--- src/rtl/aud_err_pkg.sv ---
package aud_err_pkg;

   // Chooses one of four hold lengths from the 2-bit select
   function automatic int unsigned hold_pick(input logic [1:0] sel,
                                             input int unsigned h0,
                                             input int unsigned h1,
                                             input int unsigned h2,
                                             input int unsigned h3);
      case (sel)
         2'd0:    return h0;
         2'd1:    return h1;
         2'd2:    return h2;
         default: return h3;
      endcase
   endfunction

   function automatic int unsigned max4(input int unsigned a, input int unsigned b,
                                        input int unsigned c, input int unsigned d);
      int unsigned m;
      m = a;
      if (b > m) m = b;
      if (c > m) m = c;
      if (d > m) m = d;
      return m;
   endfunction

endpackage

--- src/rtl/aud_err_parrun.sv ---
module aud_err_parrun #(
   parameter int unsigned RUN_LIM = 9
) (
   input  logic clk,
   input  logic rst_n,
   input  logic vld,
   input  logic bad,
   output logic run_sat,
   output logic short_pulse
);
   localparam int unsigned CW = $clog2(RUN_LIM + 1);
   localparam logic [CW-1:0] LIM = CW'(RUN_LIM);

   generate
      if (RUN_LIM < 2) begin : g_bad_lim
         $error("aud_err_parrun: RUN_LIM must be at least 2");
      end
   endgenerate

   logic [CW-1:0] run_q;

   always_ff @(posedge clk) begin
      if (!rst_n) begin
         run_q       <= '0;
         short_pulse <= 1'b0;
      end else begin
         short_pulse <= vld && bad && (run_q < LIM - CW'(1));
         if (vld) begin
            if (!bad)            run_q <= '0;
            else if (run_q != LIM) run_q <= run_q + CW'(1);
         end
      end
   end

   assign run_sat = (run_q == LIM);
endmodule

--- src/rtl/aud_err_cmp.sv ---
module aud_err_cmp #(
   parameter int unsigned W = 4
) (
   input  logic         clk,
   input  logic         rst_n,
   input  logic         vld,
   input  logic [W-1:0] val,
   input  logic         en,
   output logic         diff
);
   generate
      if (W < 1) begin : g_bad_w
         $error("aud_err_cmp: W must be positive");
      end
   endgenerate

   logic [W-1:0] prev_q;
   logic         have_q;

   always_ff @(posedge clk) begin
      if (!rst_n) begin
         prev_q <= '0;
         have_q <= 1'b0;
      end else if (vld) begin
         prev_q <= val;
         have_q <= 1'b1;
      end
   end

   assign diff = vld && have_q && en && (val != prev_q);
endmodule

--- src/rtl/aud_err_hold.sv ---
module aud_err_hold
   import aud_err_pkg::*;
#(
   parameter int unsigned H0 = 3,
   parameter int unsigned H1 = 24,
   parameter int unsigned H2 = 48,
   parameter int unsigned H3 = 144
) (
   input  logic       clk,
   input  logic       rst_n,
   input  logic       fault,
   input  logic       tick,
   input  logic [1:0] sel,
   output logic       busy
);
   localparam int unsigned HMAX = max4(H0, H1, H2, H3);
   localparam int unsigned TW   = $clog2(HMAX + 1);

   generate
      if (H0 < 1 || H1 < 1 || H2 < 1 || H3 < 1) begin : g_bad_hold
         $error("aud_err_hold: hold lengths must be at least one tick");
      end
   endgenerate

   logic [TW-1:0] cnt_q;
   logic [TW-1:0] lim;

   assign lim = TW'(hold_pick(sel, H0, H1, H2, H3));

   always_ff @(posedge clk) begin
      if (!rst_n) begin
         cnt_q <= '0;
         busy  <= 1'b1;
      end else if (fault) begin
         cnt_q <= '0;
         busy  <= 1'b1;
      end else if (busy && tick) begin
         if (cnt_q + TW'(1) >= lim) begin
            cnt_q <= '0;
            busy  <= 1'b0;
         end else begin
            cnt_q <= cnt_q + TW'(1);
         end
      end
   end
endmodule

--- src/rtl/aud_err_flag_ctl.sv ---
module aud_err_flag_ctl #(
   parameter int unsigned FS_W    = 4,
   parameter int unsigned RATE_W  = 4,
   parameter int unsigned PAR_RUN = 9,
   parameter int unsigned HOLD_0  = 3,
   parameter int unsigned HOLD_1  = 24,
   parameter int unsigned HOLD_2  = 48,
   parameter int unsigned HOLD_3  = 144
) (
   input  logic              clk,
   input  logic              rst_n,
   input  logic              wstb,
   input  logic              ms_tick,
   input  logic              pll_locked,
   input  logic              par_vld,
   input  logic              par_bad,
   input  logic              npcm,
   input  logic              blk_vld,
   input  logic [FS_W-1:0]   blk_fs,
   input  logic              rate_vld,
   input  logic [RATE_W-1:0] rate_code,
   input  logic [1:0]        hold_sel,
   input  logic              npcm_err_en,
   input  logic              ign_rate,
   output logic              err_flag,
   output logic              mute_req,
   output logic              par_alt,
   output logic              hold_busy
);
   logic run_sat, fs_diff, rate_diff, mm_pend_q, npcm_err, fault, want;

   aud_err_parrun #(.RUN_LIM(PAR_RUN)) u_run (
      .clk(clk), .rst_n(rst_n), .vld(par_vld), .bad(par_bad),
      .run_sat(run_sat), .short_pulse(par_alt)
   );

   aud_err_cmp #(.W(FS_W)) u_fs_cmp (
      .clk(clk), .rst_n(rst_n), .vld(blk_vld), .val(blk_fs),
      .en(!ign_rate), .diff(fs_diff)
   );

   aud_err_cmp #(.W(RATE_W)) u_rate_cmp (
      .clk(clk), .rst_n(rst_n), .vld(rate_vld), .val(rate_code),
      .en(!ign_rate), .diff(rate_diff)
   );

   assign npcm_err = npcm && npcm_err_en;
   assign fault    = !pll_locked || run_sat || npcm_err || mm_pend_q;

   aud_err_hold #(.H0(HOLD_0), .H1(HOLD_1), .H2(HOLD_2), .H3(HOLD_3)) u_hold (
      .clk(clk), .rst_n(rst_n), .fault(fault), .tick(ms_tick),
      .sel(hold_sel), .busy(hold_busy)
   );

   assign want = fault || (hold_busy && !ign_rate);

   // Mismatch stays pending until a word strobe has carried it to the flag
   always_ff @(posedge clk) begin
      if (!rst_n) begin
         mm_pend_q <= 1'b0;
         err_flag  <= 1'b1;
      end else begin
         if (fs_diff || rate_diff) mm_pend_q <= 1'b1;
         else if (wstb)            mm_pend_q <= 1'b0;
         if (wstb) err_flag <= want;
      end
   end

   assign mute_req = err_flag || npcm_err;
endmodule

--- config.mk ---
export PLATFORM = sky130hd
export DESIGN_NAME = aud_err_flag_ctl
export DESIGN_NICKNAME = d
export VERILOG_FILES = /design/src/rtl/aud_err_pkg.sv /design/src/rtl/aud_err_parrun.sv /design/src/rtl/aud_err_cmp.sv /design/src/rtl/aud_err_hold.sv /design/src/rtl/aud_err_flag_ctl.sv
export SDC_FILE = /design/constraint.sdc
export NUM_CORES = 1
export LEC_CHECK = 0
export BUFFER_PORTS_ARGS = -buffer_cell sky130_fd_sc_hd__buf_4
export CAP_MARGIN = 20
export CORE_MARGIN = 1
export CORE_UTILIZATION = 49
export CTS_CLUSTER_DIAMETER = 120
export DETAILED_ROUTE_END_ITERATION = 6
export HOLD_SLACK_MARGIN = 0.03
export PLACE_DENSITY_LB_ADDON = 0.1
export SETUP_SLACK_MARGIN = 0.2
export SYNTH_ARGS = -nofsm -noshare
export SYNTH_HDL_FRONTEND = slang
export SYNTH_SLANG_ARGS = --single-unit
--- constraint.sdc ---
create_clock -name clk -period 2.4 [get_ports clk]
set_clock_uncertainty 0.2 [all_clocks]
set_input_delay 0 -clock clk [delete_from_list [all_inputs] [get_ports clk]]
set_output_delay 0 -clock clk [all_outputs]
set_load 0.005 [all_outputs]
---- After elaboration in Yosys (flattened, before gate mapping) ----
Index checks and enable logic that the tools add are counted.
operators by class
  add/subtract/negate cells ............... 2
  magnitude comparators ................... 2
  equality and inequality tests ........... 7
  mux-type cells .......................... 6
  bitwise operators ....................... 1
  reductions and logical operators ........ 24
operators with widths
  kind                   number
  $pmux W8 S3            1
  $logic_and A1 B1 Y1    11
  $add A8 B1 Y8 const B  1
  $ge A8 B8 Y1           1
  $mux W4                2
  $mux W8                1
  $ne A4 B4 Y1           2
  $logic_or A1 B1 Y1     6
  $add A4 B1 Y4 const B  1
  $eq A4 B4 Y1 const B   1
  $lt A4 B4 Y1 const B   1
  $ne A4 B4 Y1 const B   1
  $reduce_and A2 Y1      2
  $eq A2 B1 Y1 const B   1
  $eq A2 B2 Y1 const B   1
  $logic_not A1 Y1       2
  $logic_not A2 Y1       1
  $mux W1                2
  $ne A2 B1 Y1 const B   1
  $reduce_bool A2 Y1     1
  $reduce_or A2 Y1       1
  $not A1 Y1             1
storage, ports and cells
  bits in registers ....................... 26
  bits of input ports ..................... 22
  output and inout bits ................... 4
  logic and storage cells ................. 52

---- Logic depth before layout (Yosys ltp) ----
Gate-level depths: netlist of run 1.
  depth after elaboration ................. 5
  mapped depth ............................ 11
  gate-level depth less buffers ........... 10

---- Modules after synthesis ----
Synthesis of run 1 repeated with hierarchy kept, for this count alone.
unflattened totals
  cells, all modules ...................... 160
  area, all modules ....................... 1476.4 µm²
modules (own cells, without submodules)
  module            times used  cells each  area each (µm²)  sequential area each (µm²)
  aud_err_hold      1           74          640.6            180.2
  aud_err_cmp       2           22          227.7            100.1
  aud_err_parrun    1           29          262.8            100.1
  aud_err_flag_ctl  1           13          117.6            40.0

---- Worst setup path after synthesis of run 1 ----
Ideal clock, no wire load.
  kind .................................... reg2reg
  start ................................... reg u_hold.cnt_q[2]
  end ..................................... reg u_hold.busy
  library setup time ...................... 0.114 ns
  data arrival time ....................... 2.172 ns
  data required time ...................... 2.086 ns
  setup slack ............................. -0.087 ns
  cell stages (with the launch flop) ...... 11
  path buffers ............................ 1
  clock period less this slack ............ 2.487 ns
  cell sequence ........................... dfxtp_1 -> nand3_1 -> nor2_1 -> nand3_1 -> xnor2_1 -> ha_1 -> nand3_1 -> o31a_1 -> buf_6 -> nand2b_1 -> a21o_1
on the way
  word-level cells in the longest chain between the ends .. 3
RTL lines
  item                                line                text
  start, declared                     aud_err_hold.sv:25  logic [TW-1:0] cnt_q;
  start signal, assigned              aud_err_hold.sv:42  cnt_q <= cnt_q + TW'(1);
  $add A8 B1 Y8                       aud_err_hold.sv:38  if (cnt_q + TW'(1) >= lim) begin
  $ge A8 B8 Y1                        aud_err_hold.sv:38
  $reduce_and A2 Y1 (no source line)  n/a
  end signal, assigned                aud_err_hold.sv:33  busy <= 1'b1;
  end signal, assigned                aud_err_hold.sv:36  busy <= 1'b1;
  end signal, assigned                aud_err_hold.sv:40  busy <= 1'b0;
  end, declared                       aud_err_hold.sv:14  output logic busy
No other way between the ends.
A chain may end at the register's enable or synchronous reset.

---- Worst setup path in the final report of run 1 ----
  start ................................... reg u_hold.cnt_q[0]
  end ..................................... reg u_hold.busy
The elaborated chain is that of the path after synthesis.

==> results.cfg, run 1 <==
[status]
status = complete, no violations

[cells_and_area]
drive_gt1_frac = 0.268
utilization = 0.806
num-fill-cells = 175
instances_no_fill = 270
multi_input_area_um2 = 997
syn2layout_area_growth_pct = 53.6
fin_area_um2 = 2240
fin_nets = 271
num_antenna_cells = 0
seqCellArea_um2 = 538

[clock_network]
clkSinkCount = 26
clk_latency_ps = 320
cts_made_buffers = 3
clk_pin_slew_worst_paths_ps = 150
cts-htree-levels = 1
cts-root-buf = clkbuf_4
cts_tree = yes
cts_buffer_depth = 2

[floorplan]
die_h_um = 56.6
rows = 19
io_pins = 26
initial_utilization = 0.525
die_width_um = 56.6
coreArea_um2 = 2780
die-area_um2 = 3200

[synthesis]
synth_cell_types = 31
syn-num-nets = 203
synth_seq_cells = 26
seq_area_frac_synth = 0.356
yosys_warnings = 0
synth_most_common_cell = dfxtp_1
synth_edf_count = 0
syn_area_um2 = 1460
synth_area_leader_cell = dfxtp_1
synth_top_area_frac = 0.356
synth_ff_type = dfxtp_1
async_flop_share = 0
yosys-top-cells-count = dfxtp_1 (26), nand2_1 (23), nor2b_1 (14)
avgSynthCellArea_um2 = 8.49
syn_inst = 172
ys_top_cells_by_area = dfxtp_1 (36%), ha_1 (7.7%), xnor2_1 (6.6%)

[worst_setup_path]
worstSetupPathType = flop to flop
endpoint_kind = flop
critPathBufInv = 1
startpoint_type = flop
max_stage_delay_ps = 420
arrival_ps = 2340
crit_chain = nand3_4 > nor2_4 > nand3_2 > xnor2_2 > ha_4 > nor2_2 > a31o_1 > o31a_1 > buf_6 > nand2b_4 > a21o_1
worst-path-max-fanout = 5
crit_required_ps = 2440
cp_top_family = simple AND/OR/NAND/NOR gates
crit_slowest_cell = dfxtp_4

[timing]
grt_setup_unrepaired = true
finalHoldViolations = 0
finalSetupViolCount = 0
period_minus_slack_ps = 2300
slew_headroom = 0.677
tightest_slew_ps = 483
slew_viol_final = 0
fin_crit_sh = 0.956
max_freq_ghz = 0.436

[min_path]
hp-class = input pin to flop

[route]
drtAntennaViolNets = 0
drt-pass1-iter-count = 4
num_vias = 1462
vias_per_cell = 5.41
wirelength_um = 3960
drc = 0
wl_per_cell_um = 14.7
drt_iter0_markers = 55

[pwr]
peakVddDrop_mv = 0.349
p_per_area_nw_per_um2 = 401
power_leakage_nw = 0.929

[grt]
overflow = 0
track_usage = 0.258
grt_max_degree = 19
antenna_found_initial = 0
grt_pass1_wl_um = 6560
grt_pass1_vias = 1450

[placement]
post-dp-hpwl_um = 2230
gp_congestion = 0.795
dpl_cell_area_um2 = 1750
dp.cells = 227
io_buffers = 25

[job]
cap_violations = 0
-- cell usage in the layout (no fill, tap or decap), types with 4 or more instances in the layout --
cell	Yosys	final
nor2b_1	14	14
dfxtp_4	0	4
a21oi_1	10	9
nand3_1	9	5
o21ai_0	8	7
dlygate4sd3_1	0	32
buf_4	0	35
nand2_1	23	21
nor3_1	4	4
nor2_1	6	4
nand4_1	5	5
nand2b_1	5	4
xnor2_1	11	10
dfxtp_1	26	20
mux2i_1	9	9
inv_1	4	4
ha_1	9	7
-- cell type report --
class	instances	share of cell area
multi-input combinational	136	0.445
clock buffer	4	0.0212
timing repair buffer	69	0.270
inverter	4	0.00670
sequential	26	0.240
tap	31	0.0173
-- kinds of logic (layout without fill, tap and decap cells) --
family	count (synthesis)	in the layout	synth area share
xor gates and xnor gates	13	13	0.0780
AOI/OAI and AO/OA	29	29	0.120
adders and majority gates	9	9	0.0771
muxes	9	9	0.0617
DFF	26	26	0.356
and+or+nand+nor	76	76	0.276
buffers and inverters	10	77	0.0308
-- sequential cells by signal, indices dropped and copies added, names as in the netlist --
| name | flops |
|---|---|
| u_hold.cnt_q | 8 |
| err_flag | 1 |
| u_run.short_pulse | 1 |
| u_rate_cmp.prev_q | 4 |
| u_fs_cmp.have_q | 1 |
| u_run.run_q | 4 |
| mm_pend_q | 1 |
| u_hold.busy | 1 |
| u_fs_cmp.prev_q | 4 |
| u_rate_cmp.have_q | 1 |
-- worst paths after layout --
path,from,to,slack [ps],depth (start not counted)
setup / recovery,u_hold.cnt_q[0]$_SDFFE_PP0P_,u_hold.busy$_SDFFE_PP1P_,100,11
hold / removal,hold_sel[1],u_hold.cnt_q[6]$_SDFFE_PP0P_,60,6
setup reg to reg,u_hold.cnt_q[0]$_SDFFE_PP0P_,u_hold.busy$_SDFFE_PP1P_,100,11
hold reg to reg,u_hold.cnt_q[7]$_SDFFE_PP0P_,u_hold.cnt_q[7]$_SDFFE_PP0P_,310,2
-- where the power goes --
part / internal, mW / switching (mW)
registers: 0.443 / 0.0118
logic: 0.109 / 0.0720
clock network: 0.127 / 0.137
total: 0.679 / 0.221
-- worst register-to-register path, delay by kind of cell (launching register included) --
family	cells	cell delay [ps]
AOI/OAI and AO/OA	3	480
xor gates and xnor gates	1	180
adders and majority gates	1	290
buffers and inverters	1	150
DFF	1	420
and+or+nand+nor	5	520
-- stage by stage --
| stage | hold slack (ps) | power [mW] | setup WS, ps | TNS [ps] |
|---|---|---|---|---|
| after floorplan | -67.2 | 0.535 | 206 | 0 |
| after global placement | 46.6 | 0.579 | 151 | 0 |
| after detailed placement | 54.2 | 0.585 | 79.9 | 0 |
| after CTS | 61.2 | 0.889 | 146 | 0 |
| after global routing | 121 | 0.930 | -30.0 | -61.5 |
| final | 60.9 | 0.900 | 105 | 0 |
-- per-layer routing --
| metal | GRT usage | up-vias | wire, µm |
|---|---|---|---|
| met4 | 0.0523 | 0 | 51 |
| met3 | 0.0323 | 6 | 134 |
| li1 | - | 734 | - |
| met5 | 0 | - | 0 |
| met2 | 0.467 | 26 | 2110 |
| met1 | 0.327 | 696 | 1660 |
-- repair_timing --
item                                    CTS  global route
gates resized for setup                   5            13
buffers inserted                          4             2
endpoints found under the setup margin    8            10
gates cloned                              0             1
hold endpoints to repair                 20             0
hold buffers                             32             0
pin swaps                                 1            16
Power figures use the tool's default switching activity.
==> run 2, diff against run 1 <==
==> constraint.sdc (replaced) <==
create_clock -name clk -period 2.4 [get_ports clk]
set_clock_uncertainty 0.2 [all_clocks]
set_input_delay 0.12 -clock clk [delete_from_list [all_inputs] [get_ports clk]]
set_output_delay 0.12 -clock clk [all_outputs]
set_load 0.005 [all_outputs]
==> results.cfg, run 2 (same netlist as run 1, synthesis figures left out) <==
[pwr]
combinationalPowerShare = 0.201
p_int_mw = 0.679
clockPowerShare = 0.294
p_per_area_nw_per_um2 = 401
switching_share = 0.245
switchingPower_mw = 0.221
seqPwrFrac = 0.505
peakVddDrop_mv = 0.349
power_leakage_nw = 0.929
total_power_mw = 0.900

[grt]
grt_pass1_wl_um = 6580
grt_pass1_vias = 1456
overflow = 0
track_usage = 0.259
grt_max_degree = 19
antenna_found_initial = 0

[clock_network]
clkSinkCount = 26
cts_tree = yes
cts_buffer_depth = 2
clk_pin_slew_worst_paths_ps = 150
cts_made_buffers = 3
cts-root-buf = clkbuf_4
cts-htree-levels = 1
clk_latency_ps = 330

[floorplan]
die_h_um = 56.6
die_width_um = 56.6
initial_utilization = 0.525
io_pins = 26
die-area_um2 = 3200
rows = 19
coreArea_um2 = 2780

[cells_and_area]
syn2layout_area_growth_pct = 53.6
layout_commonest_cell = buf_4
num_antenna_cells = 0
utilization = 0.806
instances_no_fill = 270
layout_common_cells = buf_4 (35), dlygate4sd3_1 (32), nand2_1 (21), dfxtp_1 (20), nor2b_1 (14)
fin_area_um2 = 2240
num-fill-cells = 175
drive_gt1_frac = 0.268
fin_nets = 271
top_register = u_hold.cnt_q
largest_reg_flops = 8

[worst_setup_path]
worst-path-max-fanout = 5
reg2reg_slack_ps = 110
worstRegToRegCells = 11
worstSetupPathType = flop to flop
critPathBufInv = 1
r2r-end = u_hold.busy$_SDFFE_PP1P_
endpoint_kind = flop
cp_top_family = simple AND/OR/NAND/NOR gates
startpoint_type = flop
crit_chain = nand3_4 > nor2_4 > nand3_2 > xnor2_2 > ha_4 > nor2_2 > a31o_1 > o31a_1 > buf_6 > nand2b_4 > a21o_1
max_stage_delay_ps = 420
arrival_ps = 2340
crit_required_ps = 2440
crit_slowest_cell = dfxtp_4
reg2reg_from = u_hold.cnt_q[0]$_SDFFE_PP0P_

[timing]
max_freq_ghz = 0.436
fin_crit_sh = 0.955
whs_ps = 188
finalSetupViolCount = 0
finalHoldViolations = 0
tightest_slew_ps = 479
slew_viol_final = 0
setup-tns-final_ps = 0
grt_setup_unrepaired = true
period_minus_slack_ps = 2290
slew_headroom = 0.680
fin_ws_ps = 108

[min_path]
holdPathStages = 6
hp-class = input pin to flop
min_from = hold_sel[1]
min_to = u_hold.cnt_q[6]$_SDFFE_PP0P_

[route]
vias_per_cell = 5.50
num_vias = 1486
drt-pass1-iter-count = 4
drt_iter0_markers = 50
wirelength_um = 3980
drtAntennaViolNets = 0
drc = 0
wl_per_cell_um = 14.7

[placement]
post-dp-hpwl_um = 2230
dpl_cell_area_um2 = 1750
dp.cells = 227
pre_cts_ws_ps = 79.9
gp_congestion = 0.795
io_buffers = 25

[status]
status = complete, no violations

[job]
cap_violations = 0
## run 2: cell counts in the layout (fill, tap and decap cells not counted)
Identical to the previous run, type by type.
## run 2: worst max-delay path by stage
stage / startpoint / end / cells after the start / slack [ps]
2_1_floorplan: u_hold.cnt_q[2]$_SDFFE_PP0P_ / u_hold.busy$_SDFFE_PP1P_ / 11 / 210
3_3_place_gp: u_hold.cnt_q[3]$_SDFFE_PP0P_ / u_hold.busy$_SDFFE_PP1P_ / 11 / 150
3_5_place_dp: u_hold.cnt_q[3]$_SDFFE_PP0P_ / u_hold.cnt_q[3]$_SDFFE_PP0P_ / 11 / 80
4_1_cts: u_hold.cnt_q[0]$_SDFFE_PP0P_ / u_hold.cnt_q[3]$_SDFFE_PP0P_ / 10 / 150
5_1_grt: u_hold.cnt_q[0]$_SDFFE_PP0P_ / u_hold.cnt_q[1]$_SDFFE_PP0P_ / 10 / -30
6_report: u_hold.cnt_q[0]$_SDFFE_PP0P_ / u_hold.busy$_SDFFE_PP1P_ / 11 / 110
## run 2: what timing repair did
| item | 4_1_cts | 5_1_grt |
|---|---|---|
| setup endpoints to repair | 8 | 10 |
| gates resized for setup | 5 | 13 |
| endpoints found under the hold margin | 20 | 0 |
| cloned | 0 | 1 |
| buffers inserted | 4 | 2 |
| pin swaps | 1 | 16 |
| hold buffers | 32 | 0 |
## run 2: metal layers
metal,GRT usage,vias to the layer above,routed length (µm)
met5,0,-,0
met4,0.0523,0,51
met3,0.0323,6,193
met2,0.469,39,2130
met1,0.327,707,1610
li1,-,734,-
## run 2: power by group through the flow
stage          combinational [mW]  sequential, mW  clock, mW
2_1_floorplan              0.0721           0.463          0
3_3_place_gp                0.116           0.464          0
3_5_place_dp                0.120           0.465          0
4_1_cts                     0.169           0.454      0.266
5_1_grt                     0.196           0.457      0.278
6_report                    0.181           0.455      0.264
## run 2: cell type report
| class | count | area (µm²) | share of cell area |
|---|---|---|---|
| clock buffer | 4 | 47.5 | 0.0212 |
| timing repair buffer | 69 | 606 | 0.270 |
| multi-input combinational | 136 | 997 | 0.445 |
| inverter | 4 | 15.0 | 0.00670 |
| tap | 31 | 38.8 | 0.0173 |
| sequential | 26 | 538 | 0.240 |
## run 2: worst reg2reg max path: stages, from the launching register on
cell	delay, ps
dfxtp_4	420
nand3_4	80
nor2_4	160
nand3_2	110
xnor2_2	180
ha_4	290
nor2_2	30
a31o_1	180
o31a_1	130
buf_6	150
nand2b_4	130
a21o_1	170
